### src/rtl/bec_pkg.sv
`timescale 1ns/1ps
package bec_pkg;
  localparam int unsigned BEC_CTR_BASE = 8;
  localparam int unsigned BEC_STRIDE   = 8;
  localparam int unsigned BEC_SEL_GAP  = 4;

  function automatic int unsigned bec_ctr_off(input int unsigned idx);
    return BEC_CTR_BASE + BEC_STRIDE * idx;
  endfunction

  function automatic int unsigned bec_sel_off(input int unsigned idx);
    return BEC_CTR_BASE + BEC_STRIDE * idx + BEC_SEL_GAP;
  endfunction
endpackage

### src/rtl/bec_apb_decode.sv
`timescale 1ns/1ps
module bec_apb_decode #(
  parameter int NUM_CTR = 4,
  parameter int ADDR_W  = 8
) (
  input  logic              psel_i,
  input  logic              penable_i,
  input  logic              pwrite_i,
  input  logic [ADDR_W-1:0] paddr_i,
  output logic [NUM_CTR-1:0] ctr_hit_o,
  output logic [NUM_CTR-1:0] sel_hit_o,
  output logic              wr_o,
  output logic              rd_o
);
  import bec_pkg::*;

  assign wr_o = psel_i & penable_i & pwrite_i;
  assign rd_o = psel_i & ~pwrite_i;

  for (genvar g = 0; g < NUM_CTR; g++) begin : g_dec
    assign ctr_hit_o[g] = (paddr_i == ADDR_W'(bec_ctr_off(g)));
    assign sel_hit_o[g] = (paddr_i == ADDR_W'(bec_sel_off(g)));
  end

  always_comb begin
    a_r8_one_target: assert ($countones({ctr_hit_o, sel_hit_o}) <= 1);
  end
endmodule

### src/rtl/bec_evt_sel.sv
`timescale 1ns/1ps
module bec_evt_sel #(
  parameter int NUM_EVT = 20,
  parameter int SEL_W   = 5
) (
  input  logic [SEL_W-1:0]   sel_i,
  input  logic [NUM_EVT-1:0] evt_i,
  output logic               hit_o
);
  always_comb begin
    hit_o = 1'b0;
    for (int e = 0; e < NUM_EVT; e++) begin
      if (sel_i == SEL_W'(e)) hit_o = evt_i[e];
    end
  end

  // codes past the last strobe must never fire
  always_comb begin
    if (int'(sel_i) >= NUM_EVT) a_r7_no_event: assert (!hit_o);
  end
endmodule

### src/rtl/bec_sat_ctr.sv
`timescale 1ns/1ps
module bec_sat_ctr #(
  parameter int CTR_W = 24
) (
  input  logic             clk_i,
  input  logic             rst_ni,
  input  logic             clr_i,
  input  logic             inc_i,
  output logic [CTR_W-1:0] cnt_o
);
  localparam logic [CTR_W-1:0] CNT_MAX = '1;

  logic [CTR_W-1:0] cnt_q;

  always_ff @(posedge clk_i or negedge rst_ni) begin
    if (!rst_ni)                         cnt_q <= '0;
    else if (clr_i)                      cnt_q <= '0;
    else if (inc_i && cnt_q != CNT_MAX)  cnt_q <= cnt_q + CTR_W'(1);
  end

  assign cnt_o = cnt_q;

  a_r4_clear_wins: assert property (@(posedge clk_i) disable iff (!rst_ni)
    clr_i |=> cnt_q == '0);

  a_r3_hold_max: assert property (@(posedge clk_i) disable iff (!rst_ni)
    (cnt_q == CNT_MAX && !clr_i) |=> cnt_q == CNT_MAX);

  a_r2_single_step: assert property (@(posedge clk_i) disable iff (!rst_ni)
    !clr_i |=> (cnt_q == $past(cnt_q) || cnt_q == $past(cnt_q) + CTR_W'(1)));
endmodule

### src/rtl/bus_evt_ctr_bank.sv
`timescale 1ns/1ps
module bus_evt_ctr_bank #(
  parameter int NUM_CTR = 4,
  parameter int CTR_W   = 24,
  parameter int SEL_W   = 5,
  parameter int NUM_EVT = 20,
  parameter int ADDR_W  = 8,
  parameter int DATA_W  = 32
) (
  input  logic              clk_i,
  input  logic              rst_ni,
  input  logic              psel_i,
  input  logic              penable_i,
  input  logic              pwrite_i,
  input  logic [ADDR_W-1:0] paddr_i,
  input  logic [DATA_W-1:0] pwdata_i,
  output logic [DATA_W-1:0] prdata_o,
  output logic              pready_o,
  output logic              pslverr_o,
  input  logic [NUM_EVT-1:0] evt_i
);
  localparam logic [SEL_W-1:0] SEL_RST = '1;

  logic [NUM_CTR-1:0] ctr_hit, sel_hit;
  logic               wr, rd;
  logic [CTR_W-1:0]   cnt   [NUM_CTR];
  logic [SEL_W-1:0]   sel_q [NUM_CTR];
  logic [NUM_CTR-1:0] inc;
  logic [DATA_W-1:0]  rd_mux;
  logic               unused_wdata;

  assign unused_wdata = ^pwdata_i[DATA_W-1:SEL_W];

  bec_apb_decode #(.NUM_CTR(NUM_CTR), .ADDR_W(ADDR_W)) u_dec (
    .psel_i    (psel_i),
    .penable_i (penable_i),
    .pwrite_i  (pwrite_i),
    .paddr_i   (paddr_i),
    .ctr_hit_o (ctr_hit),
    .sel_hit_o (sel_hit),
    .wr_o      (wr),
    .rd_o      (rd)
  );

  for (genvar g = 0; g < NUM_CTR; g++) begin : g_ch
    always_ff @(posedge clk_i or negedge rst_ni) begin
      if (!rst_ni)                 sel_q[g] <= SEL_RST;
      else if (wr && sel_hit[g])   sel_q[g] <= pwdata_i[SEL_W-1:0];
    end

    bec_evt_sel #(.NUM_EVT(NUM_EVT), .SEL_W(SEL_W)) u_sel (
      .sel_i (sel_q[g]),
      .evt_i (evt_i),
      .hit_o (inc[g])
    );

    bec_sat_ctr #(.CTR_W(CTR_W)) u_ctr (
      .clk_i  (clk_i),
      .rst_ni (rst_ni),
      .clr_i  (wr && ctr_hit[g]),
      .inc_i  (inc[g]),
      .cnt_o  (cnt[g])
    );

    a_r5_sel_hold: assert property (@(posedge clk_i) disable iff (!rst_ni)
      !(wr && sel_hit[g]) |=> $stable(sel_q[g]));
  end

  always_comb begin
    rd_mux = '0;
    for (int i = 0; i < NUM_CTR; i++) begin
      if (ctr_hit[i]) rd_mux = rd_mux | DATA_W'(cnt[i]);
      if (sel_hit[i]) rd_mux = rd_mux | DATA_W'(sel_q[i]);
    end
  end

  assign prdata_o  = rd ? rd_mux : '0;
  assign pready_o  = 1'b1;
  assign pslverr_o = 1'b0;
endmodule

### config.mk
export PLATFORM = sky130hd
export DESIGN_NAME = bus_evt_ctr_bank
export DESIGN_NICKNAME = d
export VERILOG_FILES = /design/src/rtl/bec_pkg.sv /design/src/rtl/bec_apb_decode.sv /design/src/rtl/bec_evt_sel.sv /design/src/rtl/bec_sat_ctr.sv /design/src/rtl/bus_evt_ctr_bank.sv
export SDC_FILE = /design/constraint.sdc
export NUM_CORES = 1
export LEC_CHECK = 0
export BUFFER_PORTS_ARGS = -buffer_cell sky130_fd_sc_hd__buf_2
export CAP_MARGIN = 15
export CORE_ASPECT_RATIO = 0.9
export CORE_MARGIN = 8
export CORE_UTILIZATION = 35
export DETAILED_ROUTE_END_ITERATION = 10
export PLACE_DENSITY_LB_ADDON = 0.2
export SYNTH_ARGS = -nofsm -noshare
export SYNTH_HDL_FRONTEND = slang
export SYNTH_SLANG_ARGS = --single-unit
### constraint.sdc
create_clock -name clk_i -period 6.7 [get_ports clk_i]
set_input_delay 1.34 -clock clk_i [delete_from_list [all_inputs] [get_ports clk_i]]
set_output_delay 1.34 -clock clk_i [all_outputs]
set_load 0.01 [all_outputs]
==> run summary <==
Clock Tree Buf Depth - 2
Hold path depth - 2
Setup bufs post-CTS - 0
Cell count after synthesis - 913
Avg Vias per Cell - 5.68
Synth Register Bits - 116
Clock transition at path regs - 0.05 ns
Delay-heaviest family, CP - simple AND/OR/NAND/NOR gates
Dominant synthesized flop cell - dfrtp_1
H-tree levels - 4
Power after layout - 1960 uW
Post-Synth XOR/XNOR Area - 5.97%
Share of layout cells above drive strength 1 - 19.7%
Worst path depth - 9
Final Hold Fails - 0
Synth area leader - dfrtp_1
FP Rows - 53
Largest net degree at the start of global routing - 67
Post-Synth Simple-Gate Area - 28.3%
Crit path DAT - 4.04 ns
Largest family of logic cells by synthesized area - simple AND/OR/NAND/NOR gates
Chip width - 177 um
Starting density of the core - 35.4%
Status - finished, final reports clean
WL per Instance - 19.5 um
Post-synth EDFFs - 0
Die H - 161 um
HPWL after DPL - 17,500 um
Routed wl met3 - 1260 um
Antenna violations before repair - 1
Clock latency on the worst-skew pair - 0.41 ns
Ys Warns - 0
Compound-Gate Fraction of Synth Area - 12.3%
DR iter-0 viols - 610
Total Nets Final - 1,008
Most common cell on crit path - nor2_1
DR vias - 7,127
Crit start category - primary input
Number of distinct library cells after synthesis - 86
GRT Overall Usage - 17.5%
Top cell type's share of synthesized area - 29.3%
CTS resizes - 0
Critical path class - in -> out
R2R cell count - 7
IO Pins - 99
Max-cap violation count - 0
Area growth syn-to-layout - 11.2%
Post-Synth Adder-Cell Area - 0.610%
Min cycle time layout - 5.38 ns
Layout Cells excl Fill - 1,254
Gr ovfl total - 0
Clock tree from TritonCTS - yes
Clock root cell - clkbuf_16
Vias in the first global route - 6,813
Core area - 23,200 um^2
Sequential share of the synthesized area - 35.7%
Max layer used - met5
Critical Path End Type - primary output
Worst-path fanout max - 12
Routed Antenna Nets - 0
Mux share of post-synthesis cell area - 11.4%
Pwr dens - 215 nW/um^2
CP max stage cell - nor2_1
M1 WL - 11,700 um
Final wirelength - 24,400 um
First-pass GRT wire length - 39,600 um
Normalized max-slew margin - 21.2%
Final GP Congestion - 0.846
Worst-margin pin slew - 1.18 ns
CTS Hold Buffers Added - 0
VDD IR max - 0.182 mV
Total CTS buffers - 17
1st-pass router iterations - 5
Required @ worst endpoint - 5.36 ns
Final core utilization - 39.3%
Die ar. - 28,600 um^2
Period utilization - 80.3%
Hold Crit Class - reg -> reg
Max-slew violation count - 0
Ys async rst share - 100%
# setup viols final - 0
Clock Sinks - 116
Detailed-route DRC error count - 0
Setup TNS - 0 ns
# port buffers - 61
Inserted Diodes - 0
Cell breakdown of the critical path - buf_2, or4_1, nor2_1, nand3b_1, nor2_1, buf_4, a221oi_1, nor2_1, buf_2
RSZ-0062 raised after global routing - no
Max stage delay on crit path - 0.75 ns
WL met2 - 11,200 um
Placed instance count - 1,222
Post-route clock skew - 0.00736 ns
Syn Std Cell Area - 8210 um^2
Crit path buffers/inverters - 3
Hold Worst Slack - 0.576 ns
Leakage power - 0.00355 uW
FMAX - 186 MHz
Largest cells by area after synthesis - dfrtp_1 (29%), dfstp_2 (6.4%), nor2_1 (5.1%)
Syn_area_per_cell - 8.99 um^2
-- worst paths after layout --
| path | startpoint | end | slack [ns] |
|---|---|---|---|
| min | g_ch[2].u_ctr.cnt_o[17]$_DFFE_PN0P_ | g_ch[2].u_ctr.cnt_o[17]$_DFFE_PN0P_ | 0.58 |
| min in group asynchronous | rst_ni | g_ch[3].u_ctr.cnt_o[0]$_DFFE_PN0P_ | 0.98 |
| max in group asynchronous | rst_ni | g_ch[1].u_ctr.cnt_o[12]$_DFFE_PN0P_ | 4.38 |
| max | paddr_i[1] | prdata_o[21] | 1.32 |
| max reg2reg | sel_q[0]$_DFFE_PN1P_ | g_ch[3].u_ctr.cnt_o[20]$_DFFE_PN0P_ | 3.52 |
| min reg2reg | g_ch[2].u_ctr.cnt_o[17]$_DFFE_PN0P_ | g_ch[2].u_ctr.cnt_o[17]$_DFFE_PN0P_ | 0.58 |
-- per-stage QoR --
step	setup WS (ns)	area (um^2)
after floorplan	2.36	8240
after global placement	1.34	8620
after detailed placement	1.31	8620
after CTS	1.30	9130
after global routing	1.11	9130
final	1.32	9130
-- cells in the final DEF (no fill, tap or decap), types with 26 or more instances in the layout --
cell / instances
a21oi_1: 35
buf_2: 60
dfrtp_1: 96
mux2_2: 27
mux2i_1: 38
nand2_1: 59
nand3_1: 42
nand4_1: 28
nor2_1: 112
nor3_1: 49
o21ai_0: 26
or3_1: 31
xnor2_1: 48
-- flip-flops by register name (all words and copies together), names as in the netlist --
signal / cells
g_ch.u_ctr.cnt_o: 96
sel_q: 20
-- worst register-to-register path: stages, from the launching register on --
cell,delay (ns)
dfstp_2,0.73
mux4_2,0.56
o221ai_1,0.19
nand2_1,0.08
a31oi_2,0.90
nor3_1,0.27
nand3_1,0.19
mux2i_1,0.18
-- power by group --
group / switching [uW] / internal (uW)
clock: 308 / 487
sequential: 107 / 770
combinational: 168 / 124
-- metal layers --
metal,GRT usage (%),vias up
met3,3.59,24
met5,0,-
met2,26.7,189
met1,24.8,3505
met4,4.20,2
li1,-,3407
-- kinds of logic after synthesis --
family / count (synthesis)
multiplexers: 77
buffers and inverters: 88
flip-flops: 116
other: 2
XOR/XNOR: 56
AO/OA/AOI/OAI: 146
AND/OR/NAND/NOR: 424
adder cells (fa/ha/maj): 4
-- synthesized netlist by cell type (6+ instances only) --
cell type,count
nor2_1,112
dfrtp_1,96
nand3_1,42
nor4_2,6
nor4_1,15
nand2_1,59
clkbuf_1,22
a21oi_1,35
nor3b_1,6
mux4_2,10
buf_4,17
nand4_1,28
o21ai_1,12
nor3_1,50
xnor2_1,48
mux2i_1,38
dfstp_2,20
or3_1,31
inv_1,20
buf_2,17
mux2_2,27
and3_1,11
o21ai_0,26
a221oi_1,23
nand2b_1,9
o22ai_1,6
xor2_1,8
-- cell type report --
type / count / area (um^2)
Inverter: 20 / 75.1
Fill cell: 2336 / 14100
Clock inverter: 6 / 30.0
Timing Repair Buffer: 67 / 353
Multi-Input combinational cell: 717 / 4890
Clock buffer: 26 / 479
Tap cell: 302 / 378
Sequential cell: 116 / 2930
No activity file was read; power rests on OpenSTA's default activity.
